==> src/rtl/dsc_pkg.sv <==
package dsc_pkg;
  typedef enum logic [1:0] {
    MODE_OFF  = 2'b00,
    MODE_SLOW = 2'b01,
    MODE_FAST = 2'b10
  } mode_e;

  localparam logic [1:0] MODE_RSVD = 2'b11;
  localparam int         NUM_MOD   = 2;
endpackage

==> src/rtl/dsc_mode_ctrl.sv <==
module dsc_mode_ctrl
  import dsc_pkg::*;
#(
  parameter int RECONF_CYC = 2
) (
  input  logic       clk,
  input  logic       rst_n,
  input  logic       cfg_we,
  input  logic [3:0] cfg_mode,
  output mode_e      mode_q [NUM_MOD],
  output logic       busy,
  output logic [1:0] inv_q
);
  localparam int CW = $clog2(RECONF_CYC + 1);

  mode_e         mode_d [NUM_MOD];
  logic [1:0]    mode_en;
  logic [1:0]    inv_d;
  logic [CW-1:0] cnt_q, cnt_d;

  always_comb begin
    for (int m = 0; m < NUM_MOD; m++) begin
      mode_en[m] = cfg_we && (cfg_mode[2*m +: 2] != MODE_RSVD);
      mode_d[m]  = mode_en[m] ? mode_e'(cfg_mode[2*m +: 2]) : mode_q[m];
      inv_d[m]   = mode_en[m] && (cfg_mode[2*m +: 2] == MODE_OFF) &&
                   (mode_q[m] != MODE_OFF);
    end
    if (cfg_we)           cnt_d = CW'(RECONF_CYC);
    else if (cnt_q != '0) cnt_d = cnt_q - 1'b1;
    else                  cnt_d = cnt_q;
  end

  assign busy = (cnt_q != '0);

  generate
    for (genvar m = 0; m < NUM_MOD; m++) begin : g_mode
      always_ff @(posedge clk or negedge rst_n) begin
        if (!rst_n)          mode_q[m] <= MODE_FAST;
        else if (mode_en[m]) mode_q[m] <= mode_d[m];
      end
    end
  endgenerate

  always_ff @(posedge clk or negedge rst_n) begin
    if (!rst_n) begin
      cnt_q <= '0;
      inv_q <= '0;
    end else begin
      cnt_q <= cnt_d;
      inv_q <= inv_d;
    end
  end
endmodule

==> src/rtl/dsc_route.sv <==
module dsc_route
  import dsc_pkg::*;
#(
  parameter int IDW = 4
) (
  input  logic             clk,
  input  logic             rst_n,
  input  mode_e            mode_q [NUM_MOD],
  input  logic             busy,
  input  logic [1:0]       req_valid,
  input  logic [2*IDW-1:0] req_id,
  output logic [1:0]       req_stall,
  output logic [1:0]       ins_valid,
  output logic [1:0]       ins_fast,
  output logic [2*IDW-1:0] ins_id,
  output logic [1:0]       ins_src,
  output logic [1:0]       l2_valid,
  output logic [2*IDW-1:0] l2_id
);
  logic [1:0]       l2_vd;
  logic [2*IDW-1:0] l2_idd;

  always_comb begin
    req_stall = {busy, busy};
    ins_valid = '0;
    ins_id    = '0;
    ins_src   = '0;
    l2_vd     = '0;
    l2_idd    = l2_id;
    for (int c = 0; c < NUM_MOD; c++) begin
      if (!busy && req_valid[c]) begin
        if (mode_q[c] != MODE_OFF) begin
          ins_valid[c]          = 1'b1;
          ins_id[c*IDW +: IDW]  = req_id[c*IDW +: IDW];
          ins_src[c]            = c[0];
        end else if (mode_q[1-c] != MODE_OFF) begin
          if (req_valid[1-c]) begin
            req_stall[c] = 1'b1;
          end else begin
            ins_valid[1-c]           = 1'b1;
            ins_id[(1-c)*IDW +: IDW] = req_id[c*IDW +: IDW];
            ins_src[1-c]             = c[0];
          end
        end else begin
          l2_vd[c]              = 1'b1;
          l2_idd[c*IDW +: IDW]  = req_id[c*IDW +: IDW];
        end
      end
    end
    for (int m = 0; m < NUM_MOD; m++) begin
      ins_fast[m] = (mode_q[m] == MODE_FAST);
    end
  end

  always_ff @(posedge clk or negedge rst_n) begin
    if (!rst_n) begin
      l2_valid <= '0;
      l2_id    <= '0;
    end else begin
      l2_valid <= l2_vd;
      if (|l2_vd) l2_id <= l2_idd;
    end
  end
endmodule

==> src/rtl/dsc_lat_pipe.sv <==
module dsc_lat_pipe #(
  parameter int IDW      = 4,
  parameter int FAST_LAT = 2,
  parameter int SLOW_LAT = 4
) (
  input  logic           clk,
  input  logic           rst_n,
  input  logic           ins_valid,
  input  logic           ins_fast,
  input  logic [IDW-1:0] ins_id,
  input  logic           ins_src,
  output logic           out_valid,
  output logic [IDW-1:0] out_id,
  output logic           out_src
);
  localparam int DEPTH    = SLOW_LAT;
  localparam int FAST_POS = DEPTH - FAST_LAT;
  localparam int SLOW_POS = DEPTH - SLOW_LAT;

  logic           v_q   [DEPTH];
  logic           v_d   [DEPTH];
  logic [IDW-1:0] id_q  [DEPTH];
  logic [IDW-1:0] id_d  [DEPTH];
  logic           src_q [DEPTH];
  logic           src_d [DEPTH];
  logic [DEPTH-1:0] ld_en;

  always_comb begin
    for (int i = 0; i < DEPTH; i++) begin
      if (i == 0) begin
        v_d[i]   = 1'b0;
        id_d[i]  = id_q[i];
        src_d[i] = src_q[i];
      end else begin
        v_d[i]   = v_q[i-1];
        id_d[i]  = id_q[i-1];
        src_d[i] = src_q[i-1];
      end
      if (ins_valid && (i == (ins_fast ? FAST_POS : SLOW_POS))) begin
        v_d[i]   = 1'b1;
        id_d[i]  = ins_id;
        src_d[i] = ins_src;
      end
      ld_en[i] = v_d[i];
    end
  end

  generate
    for (genvar i = 0; i < DEPTH; i++) begin : g_stage
      always_ff @(posedge clk or negedge rst_n) begin
        if (!rst_n) v_q[i] <= 1'b0;
        else        v_q[i] <= v_d[i];
      end
      always_ff @(posedge clk or negedge rst_n) begin
        if (!rst_n) begin
          id_q[i]  <= '0;
          src_q[i] <= 1'b0;
        end else if (ld_en[i]) begin
          id_q[i]  <= id_d[i];
          src_q[i] <= src_d[i];
        end
      end
    end
  endgenerate

  assign out_valid = v_q[DEPTH-1];
  assign out_id    = id_q[DEPTH-1];
  assign out_src   = src_q[DEPTH-1];
endmodule

==> src/rtl/dual_speed_cache_ctrl.sv <==
module dual_speed_cache_ctrl
  import dsc_pkg::*;
#(
  parameter int IDW        = 4,
  parameter int FAST_LAT   = 2,
  parameter int SLOW_LAT   = 4,
  parameter int RECONF_CYC = 2
) (
  input  logic             clk,
  input  logic             rst_n,
  input  logic             cfg_we,
  input  logic [3:0]       cfg_mode,
  input  logic [1:0]       req_valid,
  input  logic [2*IDW-1:0] req_id,
  output logic [1:0]       req_stall,
  output logic [1:0]       rsp_valid,
  output logic [2*IDW-1:0] rsp_id,
  output logic [1:0]       rsp_src,
  output logic [1:0]       l2_valid,
  output logic [2*IDW-1:0] l2_id,
  output logic [1:0]       mod_inv
);
  mode_e            mode_q [NUM_MOD];
  logic [3:0]       mode_flat;
  logic             busy;
  logic [1:0]       ins_valid;
  logic [1:0]       ins_fast;
  logic [2*IDW-1:0] ins_id;
  logic [1:0]       ins_src;

  assign mode_flat = {mode_q[1], mode_q[0]};

  dsc_mode_ctrl #(.RECONF_CYC(RECONF_CYC)) u_mode (
    .clk      (clk),
    .rst_n    (rst_n),
    .cfg_we   (cfg_we),
    .cfg_mode (cfg_mode),
    .mode_q   (mode_q),
    .busy     (busy),
    .inv_q    (mod_inv)
  );

  dsc_route #(.IDW(IDW)) u_route (
    .clk       (clk),
    .rst_n     (rst_n),
    .mode_q    (mode_q),
    .busy      (busy),
    .req_valid (req_valid),
    .req_id    (req_id),
    .req_stall (req_stall),
    .ins_valid (ins_valid),
    .ins_fast  (ins_fast),
    .ins_id    (ins_id),
    .ins_src   (ins_src),
    .l2_valid  (l2_valid),
    .l2_id     (l2_id)
  );

  generate
    for (genvar m = 0; m < NUM_MOD; m++) begin : g_pipe
      dsc_lat_pipe #(
        .IDW      (IDW),
        .FAST_LAT (FAST_LAT),
        .SLOW_LAT (SLOW_LAT)
      ) u_pipe (
        .clk       (clk),
        .rst_n     (rst_n),
        .ins_valid (ins_valid[m]),
        .ins_fast  (ins_fast[m]),
        .ins_id    (ins_id[m*IDW +: IDW]),
        .ins_src   (ins_src[m]),
        .out_valid (rsp_valid[m]),
        .out_id    (rsp_id[m*IDW +: IDW]),
        .out_src   (rsp_src[m])
      );
    end
  endgenerate
endmodule

==> config.mk <==
export PLATFORM = sky130hd
export DESIGN_NAME = dual_speed_cache_ctrl
export DESIGN_NICKNAME = d
export VERILOG_FILES = /design/src/rtl/dsc_pkg.sv /design/src/rtl/dsc_mode_ctrl.sv /design/src/rtl/dsc_route.sv /design/src/rtl/dsc_lat_pipe.sv /design/src/rtl/dual_speed_cache_ctrl.sv
export SDC_FILE = /design/constraint.sdc
export NUM_CORES = 1
export LEC_CHECK = 0
export ABC_CLOCK_PERIOD_IN_PS = 2300
export BUFFER_PORTS_ARGS = -buffer_cell sky130_fd_sc_hd__buf_2
export CORE_AREA = 3 3 84 86
export DETAILED_ROUTE_END_ITERATION = 10
export DIE_AREA = 0 0 87 89
export PLACE_DENSITY = 0.73
export SLEW_MARGIN = 0
export SYNTH_ARGS = -nofsm -noshare
export SYNTH_HDL_FRONTEND = slang
export SYNTH_HIERARCHICAL = 1
export SYNTH_SLANG_ARGS = --single-unit
==> constraint.sdc <==
create_clock -name clk -period 2.3 [get_ports clk]
set_clock_uncertainty 0.2 [all_clocks]
set_input_delay 0.575 -clock clk [delete_from_list [all_inputs] [get_ports clk]]
set_output_delay 0.575 -clock clk [all_outputs]
set_load 0.05 [all_outputs]
* After elaboration in Yosys (flattened, before gate mapping)
Index checks and enable logic that the tools add are counted.
Storage, ports and cells: flip-flop bits (word level) 66, input bits 17, output and inout bits 26, logic and storage cells 137
Cells by class: add/sub/neg operators 1, equal/unequal tests 10, muxes and demuxes 63, bitwise logic cells 2, reduce and logical (&&, ||, !) cells 30
Operators by type and width (number):
- 3-bit by 32-bit equality test with 1-bit output, first input constant | 4
- 2-bit by 32-bit equality test with 1-bit output, first input constant | 2
- 32-bit zero test | 2
- 4-bit two-way mux | 14
- 1-bit two-way mux | 40
- 1-bit logical AND | 16
- 8-bit two-way mux | 2
- 2-bit two-way mux | 7
- 4-bit AND reduction | 2
- 2-bit nonzero test | 4
- 2-bit equality test, second input constant | 2
- 2-bit zero test | 2
- 2-bit inequality test, second input constant | 2
- 2-bit AND reduction | 2
- 1-bit NOT | 2
- 2-bit OR reduction | 1
- 2-bit by 1-bit subtractor with 2-bit output, second input constant | 1
- 1-bit zero test | 1

* Logic depth before layout (Yosys ltp)
Gate-level depths: netlist (run 1).
depth in word-level cells 11, depth in mapped cells 9, mapped depth without buffers 9

* Modules after synthesis
The synthesis (run 1) kept the hierarchy.
Modules (own cells, without submodules):
- dsc_lat_pipe | times used 2, cells each 64, area each 958.4 µm², sequential area each 600.6 µm²
- dsc_route | times used 1, cells each 58, area each 619.3 µm², sequential area each 250.2 µm²
- dsc_mode_ctrl | times used 1, cells each 31, area each 336.6 µm², sequential area each 202.7 µm²

* Worst setup path before layout (run 1)
Ideal clock, no wire load.
kind reg2reg, start point register u_mode.cnt_q[0], end point register g_pipe[1].u_pipe/id_q[12] in the netlist's numbering, library setup time 0.125 ns, data arrival time 2.133 ns, required time 1.975 ns, slack -0.158 ns, cell stages (with the launch flop) 10, buffers on the path 1, period minus slack after synthesis 2.458 ns, cells stage by stage dfrtp_1 -> inv_1 -> ha_1 -> inv_1 -> or4b_4 -> nor3_4 -> or2_2 -> nand2b_1 -> buf_6 -> mux2_4
On the way: cells in the longest elaborated chain, start to end 9, elaborated cells between the ends (all ways) 13, those cells by class mux: 7; reduce/logical: 6
Ends and longest elaborated chain:
- start, declared | line dsc_mode_ctrl.sv:19 | logic [CW-1:0] cnt_q, cnt_d;
- start signal, assigned | line dsc_mode_ctrl.sv:49 | cnt_q <= cnt_d;
- 2-bit nonzero test * | line dsc_mode_ctrl.sv:33 | assign busy = (cnt_q != '0);
- net busy | line dual_speed_cache_ctrl.sv:25 | logic busy;
- 1-bit zero test * | line dsc_route.sv:31 | if (!busy && req_valid[c]) begin
- 1-bit logical AND | line dsc_route.sv:31
- 2-bit two-way mux | line dsc_route.sv:31
- 1-bit two-way mux | line dsc_route.sv:32 | if (mode_q[c] != MODE_OFF) begin
- 2-bit two-way mux * | line dsc_route.sv:31
- net ins_valid[1] | line dual_speed_cache_ctrl.sv:26 | logic [1:0] ins_valid;
- 1-bit logical AND * | line dsc_lat_pipe.sv:39 | if (ins_valid && (i == (ins_fast ? FAST_POS : SLOW_POS))) begin
- 1-bit two-way mux | line dsc_lat_pipe.sv:39
- 2-bit AND reduction (no source line) *
- end signal, assigned by index | line dsc_lat_pipe.sv:59 | id_q[i] <= id_d[i];
- end, declared | line dsc_lat_pipe.sv:22 | logic [IDW-1:0] id_q [DEPTH];
The timed path passes the listed nets; every way through them passes the cells marked *. A chain may end at the register's enable or synchronous reset.

* Worst setup path in the final report (run 1)
start point register u_mode.cnt_q[1], end point output req_stall[0]
On the way: cells in the longest elaborated chain, start to end 5, elaborated cells between the ends (all ways) 7, those cells by class mux: 4; reduce/logical: 3
Ends and longest elaborated chain:
- 2-bit nonzero test * | line dsc_mode_ctrl.sv:33
- net busy | line dual_speed_cache_ctrl.sv:25
- 1-bit two-way mux | line dsc_route.sv:37 | if (req_valid[1-c]) begin
- 1-bit two-way mux | line dsc_route.sv:36 | end else if (mode_q[1-c] != MODE_OFF) begin
- 1-bit two-way mux | line dsc_route.sv:32
- 1-bit two-way mux * | line dsc_route.sv:31
- end, declared | line dual_speed_cache_ctrl.sv:15 | output logic [1:0] req_stall,
Marked as above.

==> flow_metrics.env, run 1 <==
export IMPL_cts_tree="done"
export IMPL_p_per_area_nw_per_um2=1198
export IMPL_drt_wl_total_um=5203
export IMPL_cts_htree_levels=3
export IMPL_ir_drop_uv=777.3
export IMPL_hold_path_class="in2reg"
export IMPL_stdcell_count=364
export IMPL_clkLatencyLatePin_ps=340
export IMPL_dp_cells=340
export IMPL_overflow=0
export IMPL_antenna_cells=0
export IMPL_cts_sinks=66
export IMPL_critPathBufInv=3
export IMPL_routed_via_density=4.964
export IMPL_maxSlewViolCount=0
export IMPL_p_total_mw=4.321
export IMPL_worstSetupPathType="reg2out"
export IMPL_worst_pin_slew_ps=463.2
export IMPL_first_pass_iters=4
export IMPL_drive_gt1_share_pct=51.57
export IMPL_crit_family="simple AND/OR/NAND/NOR gates"
export IMPL_ys_types=36
export IMPL_synthCells=217
export IMPL_grt_pass1_wl_um=8604
export IMPL_route_vias_total=1807
export IMPL_synth_edff_count=0
export IMPL_dp_hpwl_um=3743
export IMPL_holdPathEnd="u_mode/inv_q[1]"
export IMPL_layout_common_cells="dfrtp_1 (64), buf_2 (40), mux2_2 (28)"
export IMPL_worst_slack_ps=-294.7
export IMPL_cp_max_fo=2
export IMPL_avgSynthCellArea_sq_um=13.24
export IMPL_grt_pass1_vias=1771
export IMPL_synth_ff_type="dfrtp_1"
export IMPL_synth_seq_cells=66
export IMPL_grtUsageTotal_pct=14.71
export IMPL_die_area_sq_um=7743
export IMPL_row_count=29
export IMPL_max_freq_ghz=0.3854
export IMPL_cts_root_buffer="clkbuf_8"
export IMPL_r2r_start="u_mode/cnt_q[1]"
export IMPL_rsz0062_at_grt="yes"
export IMPL_die_x_um=87
export IMPL_status="finished, violations left"
export IMPL_synth_async_sr_flop_share_pct=100.0
export IMPL_wl_per_cell_um=14.29
export IMPL_port_buffers=42
export IMPL_die_h_um=89
export IMPL_violations="setup timing"
export IMPL_n_fill_cell=520
export IMPL_cp_start_kind="flip-flop"
export IMPL_cts_reportedPaths_clkPinSlew_ps=70
export IMPL_r2r_end="g_pipe[1].u_pipe/src_q[3]"
export IMPL_finalSetupViolations=24
export IMPL_min_period_ps=2595
export IMPL_syn_num_nets=235
export IMPL_min_period_over_period_pct=112.8
export IMPL_ff2ff_path_depth=10
export IMPL_io_pins=43
export IMPL_nets=300
export IMPL_drtIter0Drc=43
export IMPL_numCtsBuffers=9
export IMPL_end_kind="output port"
export IMPL_worstHoldStart="cfg_mode[3]"
export IMPL_final_common_cell="dfrtp_1"
export IMPL_hold_depth=2
export IMPL_slowest_delay_ps=480
export IMPL_antenna_left=0
export IMPL_ys_warn_count=6
export IMPL_required_ps=1520
export IMPL_antenna_found_initial=0
export IMPL_start_util_pct=45.24
export IMPL_yosysSeqAreaShare_pct=57.58
export IMPL_crit_arrival_ps=1820
export IMPL_cts_root_to_sink_buffers=2
export IMPL_cellLeakagePower_nw=1.839
export IMPL_core_area_sq_um=6350
export IMPL_whs_ps=201.4
export IMPL_maxCapViolCount=0
export IMPL_syn_area_sq_um=2873
export IMPL_drc=0
export IMPL_crit_slowest_cell="or4b_4"
export IMPL_grt_max_degree=49
export IMPL_hold_viol_final=0
export IMPL_slew_headroom_pct=69.01
export IMPL_r2r_setup_slack_ps=-110
export IMPL_cp_cell_sequence="inv_2 > ha_4 > inv_4 > or4b_4 > nor2_2 > a21o_2 > buf_8"
export IMPL_gp_congestion=0.7942
export IMPL_area_delta_synth_final_pct=25.57
==> repair_timing <==
item | in CTS | in global routing
resized for setup | 13 | 21
hold buffers | 1 | 0
pin swaps | 6 | 12
cloned | 0 | 0
endpoints found under the setup margin | 7 | 24
endpoints found under the hold margin | 16 | 0
setup buffers | 2 | 5
==> registers in the layout, summed over array words and instances (netlist names) <==
signal,cells
u_route/l2_id,8
u_mode/inv_q,2
g_pipe.u_pipe/src_q,6
g_pipe.u_pipe/v_q,6
u_route/l2_valid,2
u_mode/cnt_q,2
g_pipe.u_pipe/out_id,8
g_pipe.u_pipe/out_src,2
u_mode/mode_q,4
g_pipe.u_pipe/id_q,24
g_pipe.u_pipe/out_valid,2
==> power breakdown <==
group	switching (mW)	internal, mW	leakage, nW
sequential	0.217	1.53	0.883
combinational	0.946	0.666	0.854
clock	0.436	0.531	0.103
==> metrics by stage <==
stage	worst slack (ps)	area, sq um	setup TNS [ps]	util [%]
after floorplan	-86.84	2894	-441.6	-
after global placement	-86.57	3244	-488.6	51.09
after detailed placement	-105.1	3244	-786.0	51.09
after CTS	-339.3	3516	-540.1	55.37
after global routing	-352.0	3607	-3347	56.81
final	-294.7	3607	-1920	56.81
==> layer usage <==
metal	wire, um	GRT usage [%]	share of wire, %	up-vias
li1	-	-	-	883
met1	2391	19.18	46	872
met2	2423	21.81	47	48
met3	340	6.912	6.5	4
met4	48	4.674	0.92	0
met5	0	0	0	-
==> Yosys cell counts, types with 3 or more instances <==
cell type | instances | area share [%]
dfrtp_1 | 64 | 56
mux2_4 | 10 | 5.2
o21ai_0 | 10 | 1.7
nor2_1 | 8 | 1.0
a22o_1 | 4 | 1.2
or2_2 | 4 | 0.87
nand3b_1 | 4 | 1.0
a21oi_1 | 6 | 1.0
nand3_1 | 14 | 2.4
nor2b_1 | 3 | 0.65
mux2i_1 | 10 | 3.5
buf_4 | 8 | 2.1
nand2b_1 | 7 | 1.5
mux2_2 | 28 | 11
inv_1 | 9 | 1.2
==> area by class of cell <==
cell class / count / area (sq um) / area share [%]
flip-flops and latches: 66 / 1654 / 45.86
well taps: 77 / 96.34 / 2.671
clock inverters: 6 / 65.06 / 1.804
inverters: 9 / 36.28 / 1.006
multi-input cells: 129 / 1170 / 32.43
repair buffers: 67 / 447.9 / 12.42
clock buffers: 10 / 137.6 / 3.815
==> cell families (layout without fill, tap and decap cells) <==
family,after synthesis,count (layout),share of synthesized area [%]
DFF,66,66,57.58
and+or+nand+nor,53,53,11.80
muxes,48,48,19.69
AOI/OAI and AO/OA,26,26,5.662
buffers and inverters,22,92,4.529
adders and majority gates,1,1,0.4355
xor gates and xnor gates,1,1,0.3049
==> worst max-delay path by stage <==
stage,start,endpoint,cells after the start
floorplan,u_mode/cnt_q[0],g_pipe[1].u_pipe/id_q[12],9
detailed placement,req_valid[0],g_pipe[1].u_pipe/src_q[3],6
finish,u_mode/cnt_q[1],req_stall[0],7
CTS,u_mode/cnt_q[0],req_stall[0],7
global placement,req_valid[0],req_stall[0],5
global route,u_mode/cnt_q[1],req_stall[0],7
Power figures use the tool's default switching activity.
==> run 2, diff against run 1 <==
--- a/config.mk
+++ b/config.mk
@@ -7,12 +7,10 @@
 export LEC_CHECK = 0
 export ABC_CLOCK_PERIOD_IN_PS = 2300
 export BUFFER_PORTS_ARGS = -buffer_cell sky130_fd_sc_hd__buf_2
-export CORE_AREA = 3 3 84 86
+export CORE_AREA = 3 3 83 85
 export DETAILED_ROUTE_END_ITERATION = 10
-export DIE_AREA = 0 0 87 89
-export PLACE_DENSITY = 0.73
-export SLEW_MARGIN = 0
+export DIE_AREA = 0 0 86 88
+export PLACE_DENSITY = 0.74
 export SYNTH_ARGS = -nofsm -noshare
 export SYNTH_HDL_FRONTEND = slang
-export SYNTH_HIERARCHICAL = 1
 export SYNTH_SLANG_ARGS = --single-unit
==> constraint.sdc (replaced) <==
create_clock -name clk -period 2.3 [get_ports clk]
set_clock_uncertainty 0.2 [all_clocks]
set_input_delay 0.575 -clock clk [delete_from_list [all_inputs] [get_ports clk]]
set_output_delay 0.575 -clock clk [all_outputs]
set_load 0.1 [all_outputs]
==> flow_metrics.env, run 2 <==
export IMPL_status="complete, no violations"
export IMPL_endpoint="req_stall[0]"
export IMPL_worst_pin_slew_ps=511.4
export IMPL_syn_num_nets=226
export IMPL_r2r_end="u_route.l2_id[2]"
export IMPL_avgSynthCellArea_sq_um=13.67
export IMPL_core_area_sq_um=6277
export IMPL_cp_max_fo=2
export IMPL_cellLeakagePower_nw=1.678
export IMPL_die_h_um=88
export IMPL_drt_wl_total_um=5225
export IMPL_clkLatencyLatePin_ps=330
export IMPL_r2r_start="u_mode.mode_q[3]"
export IMPL_cts_tree="done"
export IMPL_syn_area_sq_um=2844
export IMPL_maxSlewViolCount=0
export IMPL_hold_path_class="in2async"
export IMPL_antenna_cells=0
export IMPL_final_util_pct=53.48
export IMPL_regMostFlops="g_pipe.u_pipe.id_q"
export IMPL_ir_drop_uv=1260
export IMPL_hold_viol_final=0
export IMPL_drc=0
export IMPL_min_period_over_period_pct=98.63
export IMPL_nets=272
export IMPL_die_x_um=86
export IMPL_max_freq_ghz=0.4408
export IMPL_synth_area_leaders="dfrtp_1 (56%), mux2_2 (14%), mux2i_1 (4.9%)"
export IMPL_worstSetupPathType="reg2out"
export IMPL_rsz0062_at_grt="yes"
export IMPL_whs_ps=7.592
export IMPL_dp_cells=314
export IMPL_maxCapViolCount=0
export IMPL_cts_reportedPaths_clkPinSlew_ps=70
export IMPL_synth_top_area_share_pct=56.31
export IMPL_stdcell_count=336
export IMPL_first_pass_iters=4
export IMPL_ff2ff_path_depth=6
export IMPL_startpoint="u_mode.cnt_q[0]"
export IMPL_synthMostInstantiatedCell="dfrtp_1"
export IMPL_start_util_pct=45.31
export IMPL_grt_pass1_vias=1707
export IMPL_yosysSeqAreaShare_pct=58.16
export IMPL_row_count=29
export IMPL_end_kind="output port"
export IMPL_r2r_setup_slack_ps=220
export IMPL_numCtsBuffers=9
export IMPL_die_area_sq_um=7568
export IMPL_final_common_cell="dfrtp_1"
export IMPL_ys_top_cells_by_count="dfrtp_1 (64), mux2_2 (35), mux2i_1 (14), buf_4 (13), nor2_1 (12)"
export IMPL_port_buffers=42
export IMPL_finalSetupViolations=0
export IMPL_grt_pass1_wl_um=8507
export IMPL_grtUsageTotal_pct=15.00
export IMPL_crit_arrival_ps=1490
export IMPL_ys_warn_count=0
export IMPL_synth_edff_count=0
export IMPL_antenna_left=0
export IMPL_yosysTopAreaCell="dfrtp_1"
export IMPL_cts_htree_levels=3
export IMPL_area_delta_synth_final_pct=18.04
export IMPL_routed_via_density=5.188
export IMPL_cts_root_to_sink_buffers=2
export IMPL_route_vias_total=1743
export IMPL_antenna_found_initial=0
export IMPL_wl_per_cell_um=15.55
export IMPL_overflow=0
export IMPL_cts_sinks=66
export IMPL_grt_max_degree=29
export IMPL_dp_hpwl_um=3839
export IMPL_synth_seq_cells=66
export IMPL_synth_ff_type="dfrtp_1"
export IMPL_synth_async_sr_flop_share_pct=100.0
export IMPL_finalSetupTns_ps=0
export IMPL_cp_start_kind="flip-flop"
export IMPL_gp_congestion=0.7628
export IMPL_cts_root_buffer="clkbuf_8"
export IMPL_ys_types=39
export IMPL_min_period_ps=2268
export IMPL_drive_gt1_share_pct=46.72
export IMPL_p_per_area_nw_per_um2=1475
export IMPL_slew_headroom_pct=65.91
export IMPL_layout_common_cells="dfrtp_1 (64), buf_2 (40), mux2_2 (35)"
export IMPL_io_pins=43
export IMPL_required_ps=1520
export IMPL_n_fill_cell=552
export IMPL_drtIter0Drc=64
export IMPL_synthCells=208
export IMPL_largest_reg_flops=24
-- run 2: power breakdown --
group	switching (mW)	internal, mW
Combinational	1.62	0.623
Sequential	0.239	1.57
Clock	0.403	0.499
-- run 2: area by class of cell --
class / instances / area, sq um / share of cell area, %
sequential: 66 / 1654 / 49.27
multi-input combinational: 111 / 1023 / 30.49
timing repair buffer: 55 / 362.8 / 10.81
clock buffer: 13 / 138.9 / 4.137
tap: 77 / 96.34 / 2.870
inverter: 11 / 41.29 / 1.230
clock inverter: 3 / 40.04 / 1.193
-- run 2: metal layers --
layer,global-route usage [%],vias up,routed length [um]
li1,-,818,-
met5,0,-,0
met3,5.268,4,377
met1,20.75,871,2525
met4,5.612,0,44
met2,21.79,50,2278
-- run 2: what timing repair did --
action                                  in CTS  in global routing
gates cloned                                 0                  0
endpoints found under the setup margin       2                  2
setup buffers                                5                  1
pin swaps                                    2                  3
resized for setup                            4                  1
hold endpoints to repair                     0                  0
hold buffers                                 0                  0
-- run 2: logic make-up (layout without fill, tap and decap cells) --
kind of cell             count (synthesis)  in the layout  synth area share [%]
buffers and inverters                   31             82                 6.555
AO/OA/AOI/OAI                           20             20                 6.599
adder cells (fa/ha/maj)                  1              1                0.4399
AND/OR/NAND/NOR                         36             36                 7.038
multiplexers                            53             53                 20.90
flip-flops                              66             66                 58.16
XOR/XNOR                                 1              1                0.3080
-- run 2: worst min-delay path by stage --
| stage | slack (ps) | to | start |
|---|---|---|---|
| detailed placement | 280 | g_pipe[0].u_pipe.src_q[2] | g_pipe[0].u_pipe.src_q[3] |
| global route | 40 | g_pipe[1].u_pipe.out_id[1] | rst_n |
| finish | 8 | g_pipe[1].u_pipe.out_id[1] | rst_n |
| global placement | 270 | g_pipe[0].u_pipe.src_q[2] | g_pipe[0].u_pipe.src_q[3] |
| CTS | 10 | g_pipe[1].u_pipe.out_id[1] | rst_n |
| floorplan | 80 | g_pipe[0].u_pipe.id_q[10] | rst_n |
-- run 2: through the flow --
step | area, sq um | power (mW) | setup WS, ps
2_1_floorplan | 2849 | 3.731 | -34.39
3_3_place_gp | 3118 | 3.978 | 221.7
3_5_place_dp | 3118 | 4.033 | 197.7
4_1_cts | 3347 | 5.000 | 5.960
5_1_grt | 3357 | 5.193 | -40.84
6_report | 3357 | 4.950 | 31.52
-- run 2: worst max-delay path, cell delays in order (launching register included) --
cell and delay [ps]:
dfrtp_1 390, inv_2 70, ha_4 120, and4bb_1 220
nand3b_1 90, nand2_2 100, buf_12 170
==> run 3, diff against run 2 <==
--- a/config.mk
+++ b/config.mk
@@ -5,12 +5,12 @@
 export SDC_FILE = /design/constraint.sdc
 export NUM_CORES = 1
 export LEC_CHECK = 0
-export ABC_CLOCK_PERIOD_IN_PS = 2300
+export ABC_CLOCK_PERIOD_IN_PS = 2700
 export BUFFER_PORTS_ARGS = -buffer_cell sky130_fd_sc_hd__buf_2
 export CORE_AREA = 3 3 83 85
 export DETAILED_ROUTE_END_ITERATION = 10
 export DIE_AREA = 0 0 86 88
-export PLACE_DENSITY = 0.74
+export PLACE_DENSITY = 0.71
 export SYNTH_ARGS = -nofsm -noshare
 export SYNTH_HDL_FRONTEND = slang
 export SYNTH_SLANG_ARGS = --single-unit
==> constraint.sdc (replaced) <==
create_clock -name clk -period 2.7 [get_ports clk]
set_clock_uncertainty 0.2 [all_clocks]
set_input_delay 0.675 -clock clk [delete_from_list [all_inputs] [get_ports clk]]
set_output_delay 0.675 -clock clk [all_outputs]
set_load 0.1 [all_outputs]
==> flow_metrics.env, run 3 (synthesis results as in run 2) <==
export IMPL_maxCapViolCount=0
export IMPL_final_util_pct=51.84
export IMPL_worst_pin_slew_ps=623.3
export IMPL_die_x_um=86
export IMPL_cp_max_fo=8
export IMPL_die_area_sq_um=7568
export IMPL_grtUsageTotal_pct=15.03
export IMPL_dp_hpwl_um=3693
export IMPL_antenna_found_initial=0
export IMPL_routed_via_density=5.126
export IMPL_hold_path_class="in2async"
export IMPL_status="complete, no violations"
export IMPL_drtIter0Drc=92
export IMPL_antenna_left=0
export IMPL_row_count=29
export IMPL_clkLatencyLatePin_ps=330
export IMPL_drc=0
export IMPL_antenna_cells=0
export IMPL_grt_pass1_vias=1641
export IMPL_finalSetupTns_ps=0
export IMPL_core_area_sq_um=6277
export IMPL_start_util_pct=45.31
export IMPL_p_per_area_nw_per_um2=1270
export IMPL_ff2ff_path_depth=6
export IMPL_cts_sinks=66
export IMPL_regMostFlops="g_pipe.u_pipe.id_q"
export IMPL_rsz0062_at_grt="no"
export IMPL_nets=262
export IMPL_n_fill_cell=548
export IMPL_drt_wl_total_um=5144
export IMPL_overflow=0
export IMPL_area_delta_synth_final_pct=14.43
export IMPL_slew_headroom_pct=58.13
export IMPL_cp_start_kind="flip-flop"
export IMPL_maxSlewViolCount=0
export IMPL_hold_buffers=0
export IMPL_whs_ps=102.8
export IMPL_required_ps=1820
export IMPL_io_pins=43
export IMPL_min_period_over_period_pct=91.43
export IMPL_finalSetupViolations=0
export IMPL_cts_root_to_sink_buffers=2
export IMPL_numCtsBuffers=9
export IMPL_cts_tree="done"
export IMPL_cts_htree_levels=3
export IMPL_crit_arrival_ps=1590
export IMPL_drive_gt1_share_pct=42.57
export IMPL_end_kind="output port"
export IMPL_die_h_um=88
export IMPL_cts_resized=0
export IMPL_cellLeakagePower_nw=1.623
export IMPL_post_cts_buffers=0
export IMPL_worstSetupPathType="reg2out"
export IMPL_final_common_cell="dfrtp_1"
export IMPL_max_freq_ghz=0.4051
export IMPL_grt_pass1_wl_um=8452
export IMPL_cts_root_buffer="clkbuf_8"
export IMPL_gp_congestion=0.7898
export IMPL_min_period_ps=2469
export IMPL_layout_common_cells="dfrtp_1 (64), buf_2 (40), mux2_2 (35)"
export IMPL_cts_reportedPaths_clkPinSlew_ps=70
export IMPL_hold_viol_final=0
export IMPL_largest_reg_flops=24
export IMPL_wl_per_cell_um=15.78
export IMPL_first_pass_iters=4
export IMPL_grt_max_degree=46
export IMPL_port_buffers=42
export IMPL_ir_drop_uv=767.5
export IMPL_route_vias_total=1671
run 3: changes by cell type in the layout (fill, tap and decap cells not counted), moves of 2 or more:
cell,delta
inv_2,-2
nand2_2,-2
nand2_1,+2
inv_1,+2
clkbuf_8,+3
buf_4,-9
clkinv_2,-2
run 3: worst max-delay path, stage by stage, from the launching register on:
cell and delay [ps]:
dfrtp_1 480, nor3b_2 330, nand3b_1 130, nand2_1 130
buf_12 180
run 3: per-stage QoR:
| stage | total power [mW] | worst slack (ps) | cells | instance area [sq um] |
|---|---|---|---|---|
| after global placement | 3.381 | 357.1 | 310 | 3070 |
| after floorplan | 3.174 | 29.68 | 208 | 2844 |
| after CTS | 4.178 | 218.5 | 326 | 3254 |
| after detailed placement | 3.415 | 319.8 | 310 | 3070 |
| after global routing | 4.353 | 140.5 | 326 | 3254 |
| final | 4.133 | 231.3 | 326 | 3254 |
run 3: layout make-up:
type                            count  area [sq um]  share of cell area [%]
Sequential cell                    66          1654                   50.83
Multi-Input combinational cell    111          1003                   30.83
Timing Repair Buffer               45         275.3                   8.458
Clock buffer                       15         176.4                   5.421
Tap cell                           77         96.34                   2.960
Inverter                           11         41.29                   1.269
Clock inverter                      1         7.507                  0.2307
run 3: report_power, final:
group | leakage [nW] | switching [mW] | internal (mW)
sequential | 0.857 | 0.206 | 1.34
combinational | 0.676 | 1.35 | 0.490
clock | 0.0900 | 0.339 | 0.410
run 3: worst paths after layout:
path	slack, ps	startpoint	to
worst max register to register	580	u_mode.cnt_q[0]	u_route.l2_id[7]
worst min register to register	300	g_pipe[0].u_pipe.id_q[14]	g_pipe[0].u_pipe.id_q[10]
worst max-delay path	230	u_mode.mode_q[0]	req_stall[1]
min in group clk	300	g_pipe[0].u_pipe.id_q[14]	g_pipe[0].u_pipe.id_q[10]
max in group asynchronous	1540	rst_n	u_mode.mode_q[3]
worst min-delay path	100	rst_n	g_pipe[1].u_pipe.out_valid
run 3: metal layers:
layer | up-vias | track usage [%] | wire (um)
met2 | 53 | 19.76 | 2082
met1 | 820 | 22.11 | 2655
met4 | 0 | 7.770 | 73
met3 | 6 | 4.610 | 331
met5 | - | 0 | 0
li1 | 792 | - | -
